`config.mk`:
```
export PLATFORM = sky130hd
export DESIGN_NAME = flash_seq
export DESIGN_NICKNAME = d
export VERILOG_FILES = /design/src/rtl/flash_pkg.sv /design/src/rtl/flash_cmd_rom.sv /design/src/rtl/flash_status_eval.sv /design/src/rtl/flash_poll_timer.sv /design/src/rtl/flash_seq.sv
export SDC_FILE = /design/constraint.sdc
export NUM_CORES = 1
export LEC_CHECK = 0
export BUFFER_PORTS_ARGS = -buffer_cell sky130_fd_sc_hd__buf_2
export CORE_MARGIN = 4
export CORE_UTILIZATION = 40
export DETAILED_ROUTE_END_ITERATION = 10
export GPL_ROUTABILITY_DRIVEN = 1
export SYNTH_ARGS = -nofsm -noshare
export SYNTH_HDL_FRONTEND = slang
export SYNTH_SLANG_ARGS = --single-unit
```
`constraint.sdc`:
```
create_clock -name clk_i -period 2.65 [get_ports clk_i]
set_input_delay 0.53 -clock clk_i [delete_from_list [all_inputs] [get_ports clk_i]]
set_output_delay 0.53 -clock clk_i [all_outputs]
set_load 0.02 [all_outputs]
```
`src/rtl/flash_pkg.sv`:
```
package flash_pkg;
  typedef enum logic [1:0] {OP_PROG = 2'b00, OP_SECT = 2'b01, OP_CHIP = 2'b10, OP_RSVD = 2'b11} op_e;
  typedef enum logic [1:0] {SEQ_PROG, SEQ_SECT, SEQ_CHIP, SEQ_RST} seq_e;
  typedef enum logic [1:0] {V_CONT, V_PASS, V_FAIL, V_RECHK} verdict_e;

  localparam logic [15:0] ADR_UNLK_A = 16'h5555;
  localparam logic [15:0] ADR_UNLK_B = 16'h2AAA;
  localparam logic [7:0]  CMD_KEY_A  = 8'hAA;
  localparam logic [7:0]  CMD_KEY_B  = 8'h55;
  localparam logic [7:0]  CMD_PROG   = 8'hA0;
  localparam logic [7:0]  CMD_SETUP  = 8'h80;
  localparam logic [7:0]  CMD_CHIP   = 8'h10;
  localparam logic [7:0]  CMD_SECT   = 8'h30;
  localparam logic [7:0]  CMD_RESET  = 8'hF0;
  localparam logic [7:0]  BLANK_BYTE = 8'hFF;

  localparam int B_POLL = 7;
  localparam int B_TOG  = 6;
  localparam int B_ERR  = 5;
  localparam int B_TMR  = 3;
endpackage

```
`src/rtl/flash_cmd_rom.sv`:
```
module flash_cmd_rom
  import flash_pkg::*;
#(
  parameter int AW = 17
) (
  input  seq_e          seq_i,
  input  logic [2:0]    idx_i,
  input  logic [AW-1:0] addr_i,
  input  logic [7:0]    data_i,
  output logic [AW-1:0] addr_o,
  output logic [7:0]    data_o,
  output logic          last_o
);
  localparam logic [AW-1:0] A_KEY_A = AW'(ADR_UNLK_A);
  localparam logic [AW-1:0] A_KEY_B = AW'(ADR_UNLK_B);

  always_comb begin
    addr_o = A_KEY_A;
    data_o = CMD_KEY_A;
    unique case (idx_i)
      3'd0: begin addr_o = A_KEY_A; data_o = CMD_KEY_A; end
      3'd1: begin addr_o = A_KEY_B; data_o = CMD_KEY_B; end
      3'd2: begin
        addr_o = A_KEY_A;
        data_o = (seq_i == SEQ_PROG) ? CMD_PROG :
                 (seq_i == SEQ_RST)  ? CMD_RESET : CMD_SETUP;
      end
      3'd3: begin
        addr_o = (seq_i == SEQ_PROG) ? addr_i : A_KEY_A;
        data_o = (seq_i == SEQ_PROG) ? data_i : CMD_KEY_A;
      end
      3'd4: begin addr_o = A_KEY_B; data_o = CMD_KEY_B; end
      default: begin
        addr_o = (seq_i == SEQ_CHIP) ? A_KEY_A : addr_i;
        data_o = (seq_i == SEQ_CHIP) ? CMD_CHIP : CMD_SECT;
      end
    endcase
  end

  assign last_o = ((seq_i == SEQ_PROG) && (idx_i == 3'd3)) ||
                  ((seq_i == SEQ_RST)  && (idx_i == 3'd2)) ||
                  (idx_i == 3'd5);
endmodule

```
`src/rtl/flash_status_eval.sv`:
```
module flash_status_eval
  import flash_pkg::*;
(
  input  logic       toggle_i,
  input  logic       recheck_i,
  input  logic       have_prev_i,
  input  logic       prev6_i,
  input  logic       exp7_i,
  input  logic [7:0] rdata_i,
  output verdict_e   verdict_o
);
  logic settled;

  always_comb begin
    settled = toggle_i ? (have_prev_i && (rdata_i[B_TOG] == prev6_i))
                       : (rdata_i[B_POLL] == exp7_i);
    if (settled)                                          verdict_o = V_PASS;
    else if (recheck_i)                                   verdict_o = V_FAIL;
    else if (rdata_i[B_ERR] && (!toggle_i || have_prev_i)) verdict_o = V_RECHK;
    else                                                  verdict_o = V_CONT;
  end
endmodule

```
`src/rtl/flash_poll_timer.sv`:
```
module flash_poll_timer #(
  parameter int LIMIT = 4096
) (
  input  logic clk_i,
  input  logic rst_ni,
  input  logic clr_i,
  input  logic tick_i,
  output logic expire_o
);
  localparam int CW = $clog2(LIMIT + 1);
  localparam logic [CW-1:0] LAST = CW'(LIMIT - 1);

  logic [CW-1:0] cnt_q;

  assign expire_o = tick_i && (cnt_q == LAST);

  always_ff @(posedge clk_i or negedge rst_ni) begin
    if (!rst_ni)                   cnt_q <= '0;
    else if (clr_i)                cnt_q <= '0;
    else if (tick_i && !expire_o)  cnt_q <= cnt_q + 1'b1;
  end

  a_r10_cnt_bound: assert property (@(posedge clk_i) disable iff (!rst_ni)
    cnt_q <= LAST);
  a_r10_expire_after_ticks: assert property (@(posedge clk_i) disable iff (!rst_ni)
    (tick_i && !clr_i && !expire_o) |=> (cnt_q != '0));
endmodule

```
`src/rtl/flash_seq.sv`:
```
module flash_seq
  import flash_pkg::*;
#(
  parameter int AW         = 17,
  parameter int SECT_BITS  = 3,
  parameter int POLL_LIMIT = 4096
) (
  input  logic                      clk_i,
  input  logic                      rst_ni,
  input  logic                      req_valid_i,
  output logic                      req_ready_o,
  input  logic [1:0]                req_op_i,
  input  logic [AW-1:0]             req_addr_i,
  input  logic [7:0]                req_data_i,
  input  logic [(1<<SECT_BITS)-1:0] req_sect_i,
  input  logic                      req_toggle_i,
  input  logic                      req_blank_i,
  output logic                      done_o,
  output logic                      pass_o,
  output logic                      warn_o,
  output logic                      mem_en_o,
  output logic                      mem_we_o,
  output logic [AW-1:0]             mem_addr_o,
  output logic [7:0]                mem_wdata_o,
  input  logic [7:0]                mem_rdata_i
);
  localparam int NSECT    = 1 << SECT_BITS;
  localparam int OFF_BITS = AW - SECT_BITS;

  typedef enum logic [3:0] {
    S_IDLE, S_CMD, S_XRD0, S_XEV0, S_XWR, S_XRD1, S_XEV1,
    S_PRD, S_PEV, S_VRD, S_VEV, S_DONE
  } state_e;

  state_e              state_q;
  seq_e                seq_q;
  logic [2:0]          idx_q;
  logic [AW-1:0]       addr_q, poll_addr_q;
  logic [7:0]          data_q;
  logic [NSECT-1:0]    rem_q;
  logic                exp7_q, toggle_q, blank_q, failed_q, warn_q;
  logic                have_prev_q, prev6_q, recheck_q;

  logic [SECT_BITS-1:0] req_low, rem_low;
  logic [AW-1:0]        rom_addr;
  logic [7:0]           rom_data;
  logic                 rom_last;
  verdict_e             verdict;
  logic                 accept, tick, expire;

  function automatic logic [AW-1:0] sect_base(input logic [SECT_BITS-1:0] s);
    return {s, {OFF_BITS{1'b0}}};
  endfunction

  always_comb begin
    req_low = '0;
    rem_low = '0;
    for (int i = NSECT - 1; i >= 0; i--) begin
      if (req_sect_i[i]) req_low = SECT_BITS'(i);
      if (rem_q[i])      rem_low = SECT_BITS'(i);
    end
  end

  flash_cmd_rom #(.AW(AW)) u_rom (
    .seq_i (seq_q), .idx_i (idx_q), .addr_i (addr_q), .data_i (data_q),
    .addr_o(rom_addr), .data_o(rom_data), .last_o(rom_last)
  );

  flash_status_eval u_eval (
    .toggle_i(toggle_q), .recheck_i(recheck_q), .have_prev_i(have_prev_q),
    .prev6_i(prev6_q), .exp7_i(exp7_q), .rdata_i(mem_rdata_i), .verdict_o(verdict)
  );

  assign accept = req_valid_i && (state_q == S_IDLE);
  assign tick   = (state_q == S_PEV) && (verdict == V_CONT);

  flash_poll_timer #(.LIMIT(POLL_LIMIT)) u_tmr (
    .clk_i(clk_i), .rst_ni(rst_ni), .clr_i(accept), .tick_i(tick), .expire_o(expire)
  );

  always_ff @(posedge clk_i or negedge rst_ni) begin
    if (!rst_ni) begin
      state_q <= S_IDLE;  seq_q <= SEQ_PROG;  idx_q <= '0;
      addr_q <= '0;  poll_addr_q <= '0;  data_q <= '0;  rem_q <= '0;
      exp7_q <= 1'b0;  toggle_q <= 1'b0;  blank_q <= 1'b0;
      failed_q <= 1'b0;  warn_q <= 1'b0;
      have_prev_q <= 1'b0;  prev6_q <= 1'b0;  recheck_q <= 1'b0;
    end else begin
      unique case (state_q)
        S_IDLE: if (req_valid_i) begin
          idx_q <= '0;  warn_q <= 1'b0;  failed_q <= 1'b0;
          have_prev_q <= 1'b0;  recheck_q <= 1'b0;
          toggle_q <= req_toggle_i;  blank_q <= req_blank_i;
          data_q <= req_data_i;  exp7_q <= 1'b1;  rem_q <= '0;
          unique case (op_e'(req_op_i))
            OP_PROG: begin
              seq_q <= SEQ_PROG;  addr_q <= req_addr_i;  poll_addr_q <= req_addr_i;
              exp7_q <= req_data_i[B_POLL];  blank_q <= 1'b0;  state_q <= S_CMD;
            end
            OP_SECT: begin
              if (req_sect_i == '0) begin
                failed_q <= 1'b1;  state_q <= S_DONE;
              end else begin
                seq_q <= SEQ_SECT;  addr_q <= sect_base(req_low);
                poll_addr_q <= sect_base(req_low);
                rem_q <= req_sect_i & ~(NSECT'(1) << req_low);
                state_q <= S_CMD;
              end
            end
            OP_CHIP: begin
              seq_q <= SEQ_CHIP;  poll_addr_q <= req_addr_i;  state_q <= S_CMD;
            end
            default: begin failed_q <= 1'b1;  state_q <= S_DONE; end
          endcase
        end
        S_CMD: begin
          idx_q <= idx_q + 3'd1;
          if (rom_last) begin
            idx_q <= '0;
            if (seq_q == SEQ_RST)                          state_q <= S_DONE;
            else if ((seq_q == SEQ_SECT) && (rem_q != '0)) state_q <= S_XRD0;
            else                                           state_q <= S_PRD;
          end
        end
        S_XRD0: state_q <= S_XEV0;
        S_XEV0: begin
          warn_q  <= warn_q | mem_rdata_i[B_TMR];
          state_q <= S_XWR;
        end
        S_XWR: begin
          rem_q   <= rem_q & ~(NSECT'(1) << rem_low);
          state_q <= S_XRD1;
        end
        S_XRD1: state_q <= S_XEV1;
        S_XEV1: begin
          warn_q  <= warn_q | mem_rdata_i[B_TMR];
          state_q <= (rem_q != '0) ? S_XRD0 : S_PRD;
        end
        S_PRD: state_q <= S_PEV;
        S_PEV: begin
          prev6_q     <= mem_rdata_i[B_TOG];
          have_prev_q <= 1'b1;
          unique case (verdict)
            V_PASS:  state_q <= blank_q ? S_VRD : S_DONE;
            V_RECHK: begin recheck_q <= 1'b1;  state_q <= S_PRD; end
            V_CONT:  if (expire) begin
                       failed_q <= 1'b1;  seq_q <= SEQ_RST;  idx_q <= '0;  state_q <= S_CMD;
                     end else state_q <= S_PRD;
            default: begin
              failed_q <= 1'b1;  seq_q <= SEQ_RST;  idx_q <= '0;  state_q <= S_CMD;
            end
          endcase
        end
        S_VRD: state_q <= S_VEV;
        S_VEV: begin
          if (mem_rdata_i == BLANK_BYTE) state_q <= S_DONE;
          else begin
            failed_q <= 1'b1;  seq_q <= SEQ_RST;  idx_q <= '0;  state_q <= S_CMD;
          end
        end
        default: state_q <= S_IDLE;
      endcase
    end
  end

  always_comb begin
    mem_en_o    = 1'b0;
    mem_we_o    = 1'b0;
    mem_addr_o  = '0;
    mem_wdata_o = '0;
    unique case (state_q)
      S_CMD: begin
        mem_en_o = 1'b1;  mem_we_o = 1'b1;  mem_addr_o = rom_addr;  mem_wdata_o = rom_data;
      end
      S_XWR: begin
        mem_en_o = 1'b1;  mem_we_o = 1'b1;  mem_addr_o = sect_base(rem_low);
        mem_wdata_o = CMD_SECT;
      end
      S_XRD0, S_XRD1, S_PRD, S_VRD: begin
        mem_en_o = 1'b1;  mem_addr_o = poll_addr_q;
      end
      default: ;
    endcase
  end

  assign req_ready_o = (state_q == S_IDLE);
  assign done_o      = (state_q == S_DONE);
  assign pass_o      = done_o && !failed_q;
  assign warn_o      = warn_q;

  a_r11_ready_drops: assert property (@(posedge clk_i) disable iff (!rst_ni)
    (req_valid_i && req_ready_o) |=> !req_ready_o);
  a_r11_done_pulse: assert property (@(posedge clk_i) disable iff (!rst_ni)
    done_o |=> (!done_o && req_ready_o));
  a_r12_idle_quiet: assert property (@(posedge clk_i) disable iff (!rst_ni)
    req_ready_o |-> !mem_en_o);
  a_r8_fail_ends_reset: assert property (@(posedge clk_i) disable iff (!rst_ni)
    (done_o && !pass_o && $past(mem_we_o)) |-> ($past(mem_wdata_o) == CMD_RESET));
  a_r9_blank_pass: assert property (@(posedge clk_i) disable iff (!rst_ni)
    (done_o && pass_o && blank_q) |-> ($past(mem_rdata_i) == BLANK_BYTE));
endmodule

```
==> results.md, run 1 <==
* Worst r2r src: state_q[1]$_DFFE_PN0P_
* Clk_skew at 0.00651 ns
* Period utilisation layout at 106%
* Share of layout cells above drive strength 1 at 25.9%
* EDFF count, synth at 0
* CTS Root Cell: clkbuf_16
* Kind of critical path: reg2out
* Final Hold Slack at 0.187 ns
* Initial core utilization at 41.4%
* Final Power at 7.13 mW
* Count of cell types in the netlist at 57
* Critical path fanouts, max at 4
* PD cells at 1240 nW/um^2
* Max Cap Violations at 0
* P&R area growth vs syn at 26.1%
* RR Endpoint: poll_addr_q[13]$_DFFE_PN0P_
* Die Ht at 115 um
* Diodes inserted at 0
* Final setup vio count at 22
* Cts bufs inserted at 9
* GR Util All Layers at 19.4%
* Syn. warnings at 0
* Clk slew on worst S/H paths at 0.06 ns
* Buffers added on ports at 78
* CTS tree: yes
* Status: complete, but fails checks
* Count leader, synth: dfrtp_1
* Sw Pwr at 2.99 mW
* Clock power share at 19.3%
* Clk sinks at 80
* Layout net count at 671
* DRC viols at 0
* Min-Delay Path Class: in2async
* Top cells by area, synth: dfrtp_1 (44%), nand2_1 (6.5%), a22o_1 (5.6%)
* Final HPWL DP at 9.04 mm
* Synth top area share at 44.0%
* Setup crit start kind: register
* Die Wd at 115 um
* Pint at 4.14 mW
* Worst R2R Setup Slack at 0.45 ns
* Routability cong. at 0.869
* Fraction of registers with async set/reset at 100%
* Crit path required time at 2.12 ns
* Placed cells at 738
* Final Worst Setup Slack at -0.149 ns
* Top FF cell, synth: dfrtp_1
* Synth top cells by count: dfrtp_1 (80), nand2_1 (79), nor2_1 (49), a21oi_1 (35)
* Syn Inst Count at 517
* Filler cells at 1039
* Detailed Route Iter0 Violations at 304
* Mapped Area at 4550 um^2
* Average wire per standard cell at 16.4 um
* Synth Register Bits at 80
* Routed vias at 4209
* Failing checks: negative setup slack
* Worst slew margin relative to its limit at 25.9%
* CP endpoint kind: output port
* Grt ovf at 0
* Crit path arrival time at 2.27 ns
* Routed vias/inst at 5.56
* Initial antenna violation count at 0
* Non-filler instance count after layout at 757
* Row count at 38
* First-pass GRT wire length at 20.6 mm
* Tmin final at 2.80 ns
* Worst-Skew Late Latency at 0.34 ns
* Slew Viols, Final at 0
* Sequential fraction of design power at 28.2%
* Worst-Margin Slew at 1.11 ns
* Max VDD drop at 661 uV
* Final Routed Wirelength at 12.4 mm
* CTS Hold Bufs at 0
* H-Tree Depth at 3
* CTS Buffer Depth at 2
* Comb pwr share at 52.5%
* Vias in the first global route at 4129
* DIE AREA at 13100 um^2
* Core area at 11000 um^2
* Num ports at 79
* Post-Syn Nets at 576
* Syn_area_per_cell at 8.80 um^2
* Maximum clock frequency at 0.357 GHz
* Sequential share of the synthesized area at 44.0%
* Worst r2r path cells at 7
* RSZ-0062 raised after global routing: true
* Net Sw Frac at 42.0%
* Detail Route Antenna Nets at 0
* Hold Fails Final Rpt at 0
* Leak Pwr at 2.74 nW
* Cell taking the most area after synthesis: dfrtp_1
* Initial DRT Pass Iterations at 5
* Largest net degree at the start of global routing at 42
through the flow:
stage	setup WS (ns)	setup TNS [ns]	util, %	instance area (um^2)
floorplan	0.0922	0	-	4550
global placement	0.0701	0	47.7	5240
detailed placement	0.0165	0	47.7	5240
CTS	-0.201	-2.08	51.5	5650
global route	-0.240	-3.81	52.2	5740
finish	-0.149	-1.46	52.2	5740
power groups by stage:
stage,Combinational (mW),Clock [mW],Sequential [mW]
3_5_place_dp,3.40,0,2.02
5_1_grt,4.13,1.45,2.08
2_1_floorplan,2.36,0,1.94
3_3_place_gp,3.34,0,2.00
6_report,3.74,1.37,2.01
4_1_cts,3.56,1.40,2.01
worst max-delay path: stages (launching register included):
cell and delay, ns:
dfrtp_1 0.42, inv_2 0.09, ha_4 0.18, mux2_4 0.26, or3_4 0.34, o21a_1 0.20
nor2_2 0.14, a221o_1 0.18, buf_6 0.12
cell type report:
type	instances	area, um^2	area share [%]
Multi-Input combinational cell	388	2430	42.4
Sequential cell	80	2000	34.9
Timing Repair Buffer	110	709	12.4
Clock buffer	9	225	3.93
Tap cell	140	175	3.05
Clock inverter	7	103	1.79
Inverter	23	86.3	1.50
sequential cells by signal, indices dropped and copies added (netlist names):
signal	count
addr_q	17
poll_addr_q	17
u_tmr.cnt_q	13
data_q	8
rem_q	8
state_q	4
idx_q	3
seq_q	2
blank_q	1
exp7_q	1
failed_q	1
have_prev_q	1
prev6_q	1
recheck_q	1
toggle_q	1
warn_o	1
layer usage:
metal / GRT usage [%] / wire length (um) / share of wire [%]
met5: 0 / 0 / 0
met4: 7.13 / 202 / 1.6
met3: 2.54 / 522 / 4.2
met2: 31.4 / 5970 / 48
met1: 26.8 / 5690 / 46
cells by family after synthesis:
logic type,after synthesis,share of synthesized area (%)
AND/OR/NAND/NOR,201,21.8
AO/OA/AOI/OAI,160,23.4
flip-flops,80,44.0
multiplexers,7,1.68
buffers and inverters,49,4.34
XOR/XNOR,9,1.73
adder cells (fa/ha/maj),11,3.02
cell usage in the layout (no fill, tap or decap), types with 11 or more instances in the layout:
master / count
dfrtp_1: 79
nand2_1: 74
buf_2: 59
nor2_1: 48
buf_4: 45
a21oi_1: 35
a22o_1: 29
o21ai_0: 20
inv_1: 20
o21ai_1: 19
nor3_1: 11
o22ai_1: 11
worst max-delay path by stage:
| stage | start | end | slack (ns) | depth (start not counted) |
|---|---|---|---|---|
| after floorplan | idx_q[2]$_DFFE_PN0P_ | mem_addr_o[11] | 0.09 | 9 |
| after global placement | idx_q[0]$_DFFE_PN0P_ | mem_addr_o[15] | 0.07 | 8 |
| after detailed placement | idx_q[0]$_DFFE_PN0P_ | mem_addr_o[15] | 0.02 | 8 |
| after CTS | idx_q[0]$_DFFE_PN0P_ | mem_addr_o[15] | -0.20 | 9 |
| after global routing | idx_q[0]$_DFFE_PN0P_ | mem_addr_o[16] | -0.24 | 9 |
| final | idx_q[1]$_DFFE_PN0P_ | mem_addr_o[16] | -0.15 | 8 |
what timing repair did:
action,4_1_cts,5_1_grt
resized for setup,25,30
cloned,0,0
setup endpoints to repair,24,24
pin swaps,8,6
hold endpoints to repair,0,0
setup buffers,1,2
Note: power is estimated with default switching activity, not from simulation.
==> run 2: changes to the inputs <==
- clock period: 2.65 -> 2.86 ns (I/O delays scaled with it)
==> run 2 against run 1 <==
  * The run still ends with negative setup slack left
  * Non-clock buffer count down 3
  * Combinational power down 8.8%
  * Worst hold slack better by 0.068 ns
  * Critical path depth unchanged
  * Cell count down 0.40%
  * Total power down 5.6%
  * Utilization up 0.13 points
  * Worst setup slack better by 0.11 ns
  * Cell area up 0.24%
  * Sequential power down 6%
==> results.md, run 2 (same netlist as run 1, synthesis figures left out) <==
* Initial antenna violation count at 0 (unchanged)
* Pint at 3.99 mW (-3.6%)
* Worst-Margin Slew at 1.07 ns (-0.0421 ns)
* Clock power share at 21.3% (+2.0 points)
* Period utilisation layout at 101%
* Placed cells at 728 (-1.4%)
* Failing checks: negative setup slack
* Routed vias/inst at 5.55 (-0.22%)
* CP endpoint kind: output port
* Final Hold Slack at 0.255 ns (+0.0681 ns)
* Routed vias at 4183 (-0.62%)
* Core area at 11000 um^2 (unchanged)
* Kind of critical path: reg2out
* Share of layout cells above drive strength 1 at 26.1% (+0.13 points)
* GR Util All Layers at 18.9% (-0.51 points)
* CTS Hold Bufs at 0 (unchanged)
* Design Area, Final at 5750 um^2 (+0.24%)
* Leak Pwr at 2.74 nW (about the same)
* Crit path required time at 2.29 ns (+0.17 ns)
* Row count at 38 (unchanged)
* P&R area growth vs syn at 26.4%
* Final setup vio count at 3 (-86%)
* Register area at 2010 um^2 (+0.12%)
* CTS tree: yes
* Sw Pwr at 2.74 mW (-8.3%)
* Detail Route Antenna Nets at 0 (unchanged)
* Slew Viols, Final at 0 (unchanged)
* Hold Fails Final Rpt at 0 (unchanged)
* Maximum clock frequency at 0.345 GHz
* Layout net count at 668 (-0.45%)
* Clk_skew at 0.00682 ns (+0.000312 ns)
* Largest net degree at the start of global routing at 48 (+14%)
* Multi-input logic area at 2450 um^2 (+0.51%)
* H-Tree Depth at 3 (unchanged)
* PD cells at 1170 nW/um^2 (-5.8%)
* Comb pwr share at 50.7% (-1.8 points)
* Status: complete, but fails checks
* Clk sinks at 80 (unchanged)
* Tmin final at 2.89 ns
* Largest regs: addr_q: 17 flops, poll_addr_q: 17 flops, u_tmr.cnt_q: 13 flops
* Min-Delay Path Class: in2async
* Cts bufs inserted at 9 (unchanged)
* Setup crit start kind: register
* Dpl cell area at 5160 um^2 (-1.5%)
* Initial core utilization at 41.4% (unchanged)
* Final Worst Setup Slack at -0.0345 ns (+0.115 ns)
* Non-filler instance count after layout at 754 (-0.40%)
* First-pass GRT wire length at 19.8 mm (-3.6%)
* Die Ht at 115 um (unchanged)
* Final HPWL DP at 8.80 mm (-2.7%)
* Routability cong. at 0.846 (-2.7%)
* Detailed Route Iter0 Violations at 209 (-31%)
* Worst-Skew Late Latency at 0.34 ns (about the same)
* Worst slew margin relative to its limit at 28.7% (+2.8 points)
* Buffers added on ports at 78 (unchanged)
* Diodes inserted at 0 (unchanged)
* Initial DRT Pass Iterations at 4 (-1)
* Most frequent cells in the layout: nand2_1 (78), dfrtp_1 (77), buf_2 (67), nor2_1 (47), buf_4 (35)
* Final Power at 6.73 mW (-5.6%)
* CTS Root Cell: clkbuf_16
* Vias in the first global route at 4019 (-2.7%)
* Die Wd at 115 um (unchanged)
* Max VDD drop at 577 uV (-13%)
* Most common cell after layout, fill and taps aside: nand2_1
* Sequential fraction of design power at 28.0% (-0.2 points)
* Num ports at 79 (unchanged)
* Post-Place Setup Slack at 0.0847 ns (+0.0682 ns)
* Final Routed Wirelength at 12.2 mm (-1.4%)
* DRC viols at 0 (unchanged)
* RSZ-0062 raised after global routing: true
* Crit path arrival time at 2.32 ns (+0.05 ns)
* Max Cap Violations at 0 (unchanged)
* Grt ovf at 0 (unchanged)
* Critical path fanouts, max at 4 (unchanged)
* DIE AREA at 13100 um^2 (unchanged)
* CTS Buffer Depth at 2 (unchanged)
* Filler cells at 1020 (-1.8%)
* Average wire per standard cell at 16.2 um (-1.0%)
* Net Sw Frac at 40.7% (-1.2 points)
* Clk slew on worst S/H paths at 0.06 ns (about the same)
run 2: cell types whose count changed in the layout (fill, tap and decap cells not counted), sizes merged:
cell,change
buf,-3
bufinv,+2
clkbuf,+2
clkinv,-2
inv,-2
run 2: final cells by class:
cell class | instances | share of cell area, %
multi-input combinational | 388 | 42.6
sequential | 80 | 34.9
clock inverter | 5 | 2.22
clock buffer | 11 | 4.22
inverter | 23 | 1.54
tap | 140 | 3.05
timing repair buffer | 107 | 11.5
run 2: path summary, 6_finish.rpt:
check                      slack (ns)  depth (start not counted)                           to                   start
setup / recovery                -0.03                          8               mem_addr_o[15]    idx_q[1]$_DFFE_PN0P_
hold / removal                   0.25                          1  poll_addr_q[10]$_DFFE_PN0P_                  rst_ni
setup reg to reg                 0.69                          7   poll_addr_q[2]$_DFFE_PN0P_  state_q[2]$_DFFE_PN0P_
hold reg to reg                  0.48                          2        data_q[1]$_DFFE_PN0P_   data_q[1]$_DFFE_PN0P_
max in group asynchronous        1.99                          2         idx_q[2]$_DFFE_PN0P_                  rst_ni
min in group clk_i               0.42                          3         toggle_q$_DFFE_PN0P_            req_toggle_i
run 2: critical path: stages (launching register included):
cell and delay (ns):
dfrtp_2 0.42, inv_2 0.08, ha_4 0.17, mux2_4 0.28, or3_4 0.40, o21a_1 0.21, nor2_2 0.13, a221o_1 0.18
buf_6 0.12
run 2: power groups by stage:
stage	logic, mW	registers [mW]	clock network [mW]
6_report	3.41	1.88	1.43
5_1_grt	3.76	1.94	1.50
4_1_cts	3.18	1.86	1.45
3_5_place_dp	3.04	1.88	0
3_3_place_gp	2.98	1.86	0
2_1_floorplan	2.18	1.80	0
run 2: metal layers:
layer  vias to the layer above  track usage [%]  wire length [um]
met1                      2033             24.9              5640
met4                         0             7.05               226
met2                        94             30.9              5840
met3                        18             3.65               508
met5                         -                0                 0
li1                       2038                -                 -
run 2: timing repair:
item,in CTS,in global routing
pin swaps,6,8
endpoints found under the setup margin,11,18
gates resized for setup,10,39
buffers inserted,7,3
gates cloned,0,0
run 2: stage by stage:
step	setup TNS (ns)	utilization, %
floorplan	0	-
global placement	0	47.0
detailed placement	0	47.0
CTS	-0.331	51.1
global route	-0.571	52.4
finish	-0.0627	52.4
==> run 3: changes to the inputs <==
- GPL_TIMING_DRIVEN: unset -> 1
- SKIP_LAST_GASP: unset -> 1
==> run 3 against run 2 <==
  * The run still ends with negative setup slack left
  * First-iteration DRC count down 4.8%
  * Largest power group unchanged
  * Cell area shrank 0.17%
  * Worst hold slack worse by 0.00054 ns
  * Via count about the same
  * Worst setup slack got worse by 0.0017 ns
  * Critical endpoint unchanged
==> results.md, run 3 (same netlist as run 1, synthesis figures left out) <==
* Status: complete, but fails checks
* Failing checks: negative setup slack
* Die Wd at 115 um (unchanged)
* P&R area growth vs syn at 26.1%
* Clk sinks at 80 (unchanged)
* Diodes inserted at 0 (unchanged)
* Worst slew margin relative to its limit at 28.2% (-0.52 points)
* Initial core utilization at 41.4% (unchanged)
* CTS Hold Bufs at 0 (unchanged)
* Row count at 38 (unchanged)
* Clk slew on worst S/H paths at 0.06 ns (about the same)
* Worst-Margin Slew at 1.07 ns (+0.00773 ns)
* Post-Place Setup Slack at 0.0847 ns (unchanged)
* Largest net degree at the start of global routing at 48 (unchanged)
* GR Util All Layers at 18.9% (unchanged)
* Slew Viols, Final at 0 (unchanged)
* Register area at 2010 um^2 (unchanged)
* Initial DRT Pass Iterations at 4 (unchanged)
* Crit path largest cell delay at 0.42 ns (about the same)
* Initial antenna violation count at 0 (unchanged)
* Final Routed Wirelength at 12.2 mm (+0.19%)
* CP endpoint kind: output port
* Routability cong. at 0.846 (unchanged)
* Core area at 11000 um^2 (unchanged)
* Final Worst Setup Slack at -0.0362 ns (-0.00170 ns)
* DRC viols at 0 (unchanged)
* Placed cells at 728 (unchanged)
* Hold Fails Final Rpt at 0 (unchanged)
* Setup crit start kind: register
* First-pass GRT wire length at 19.8 mm (unchanged)
* Leak Pwr at 2.73 nW (-0.10%)
* Layout net count at 668 (unchanged)
* RSZ-0062 raised after global routing: true
* Max Cap Violations at 0 (unchanged)
* Period utilisation layout at 101% (about the same)
* Routed vias at 4179 (-0.096%)
* Most common cell after layout, fill and taps aside: nand2_1
* H-Tree Depth at 3 (unchanged)
* Vias in the first global route at 4019 (unchanged)
* Min-Delay Path Class: in2async
* Grt ovf at 0 (unchanged)
* Average wire per standard cell at 16.2 um (+0.19%)
* DIE AREA at 13100 um^2 (unchanged)
* Routed vias/inst at 5.54 (about the same)
* CTS tree: yes
* Max VDD drop at 577 uV (about the same)
* Multi-input logic area at 2440 um^2 (-0.15%)
* Kind of critical path: reg2out
* Non-filler instance count after layout at 754 (unchanged)
* CP Cell Sequence: inv_2, ha_4, mux2_4, or3_4, o21a_1, nor2_2, a221o_1, buf_6
* Clk_skew at 0.00745 ns (+0.000635 ns)
* Cts bufs inserted at 9 (unchanged)
* Die Ht at 115 um (unchanged)
* Largest regs: addr_q: 17 flops, poll_addr_q: 17 flops, u_tmr.cnt_q: 13 flops
* Share of layout cells above drive strength 1 at 25.9% (-0.16 points)
* Detailed Route Iter0 Violations at 199 (-4.8%)
* CTS Buffer Depth at 2 (unchanged)
* Filler cells at 1022 (+0.20%)
* Most frequent cells in the layout: nand2_1 (78), dfrtp_1 (77), buf_2 (68), nor2_1 (47), buf_4 (35)
* Post-Route Utilization at 52.3% (-0.091 points)
* Tmin final at 2.90 ns (+0.00170 ns)
* CTS Root Cell: clkbuf_16
* Num ports at 79 (unchanged)
* Final Power at 6.72 mW (-0.21%)
* Critical path fanouts, max at 4 (unchanged)
* Final setup vio count at 3 (unchanged)
* CP max stage cell: dfrtp_2
* Crit path arrival time at 2.32 ns (about the same)
* Worst-Skew Late Latency at 0.34 ns (about the same)
* Detail Route Antenna Nets at 0 (unchanged)
* Maximum clock frequency at 0.345 GHz (about the same)
* Buffers added on ports at 78 (unchanged)
* Crit path required time at 2.29 ns (about the same)
* Final HPWL DP at 8.80 mm (unchanged)
* PD cells at 1170 nW/um^2 (about the same)
[run 3: cell type report]
type | instances | share of cell area, %
Clock buffer | 11 | 4.23
Clock inverter | 5 | 2.22
Inverter | 23 | 1.55
Multi-Input combinational cell | 388 | 42.6
Sequential cell | 80 | 34.9
Tap cell | 140 | 3.05
Timing Repair Buffer | 107 | 11.4
[run 3: timing repair]
| item | CTS | global route |
|---|---|---|
| setup buffers | 7 | 3 |
| pin swaps | 6 | 8 |
| gates resized for setup | 10 | 36 |
| setup endpoints to repair | 11 | 18 |
[run 3: critical path, delay by kind of cell, from the launching register on]
family	cells	cell delay (ns)
and+or+nand+nor	2	0.53
AOI/OAI and AO/OA	2	0.39
DFF	1	0.42
adders and majority gates	1	0.17
muxes	1	0.28
buffers and inverters	2	0.20
[run 3: per-layer routing]
metal | up-vias | part of all wire, % | GRT usage, %
li1 | 2039 | - | -
met1 | 2032 | 47 | 24.9
met2 | 91 | 47 | 30.9
met3 | 17 | 4.2 | 3.65
met4 | 0 | 1.8 | 7.05
met5 | - | 0 | 0
[run 3: through the flow]
stage / instance area, um^2 / TNS [ns] / hold slack [ns]
2_1_floorplan: 4550 / 0 / 0.276
3_3_place_gp: 5160 / 0 / 0.467
3_5_place_dp: 5160 / 0 / 0.471
4_1_cts: 5610 / -0.331 / 0.276
5_1_grt: 5740 / -0.597 / 0.302
6_report: 5740 / -0.0635 / 0.254
[run 3: where the power goes]
part / switching, mW / leakage (nW) / internal, mW
logic: 1.95 / 1.53 / 1.45
clock network: 0.468 / 0.176 / 0.966
registers: 0.322 / 1.03 / 1.56
total: 2.74 / 2.73 / 3.98
[run 3: worst paths after layout]
kind	start	endpoint	slack (ns)	cells after the start
worst max-delay path	idx_q[1]$_DFFE_PN0P_	mem_addr_o[15]	-0.04	8
worst min-delay path	rst_ni	poll_addr_q[10]$_DFFE_PN0P_	0.25	1
worst max register to register	state_q[2]$_DFFE_PN0P_	poll_addr_q[2]$_DFFE_PN0P_	0.69	7
worst min register to register	data_q[1]$_DFFE_PN0P_	data_q[1]$_DFFE_PN0P_	0.48	2
max in group asynchronous	rst_ni	rem_q[2]$_DFFE_PN0P_	1.99	2
min in group clk_i	req_toggle_i	toggle_q$_DFFE_PN0P_	0.42	3
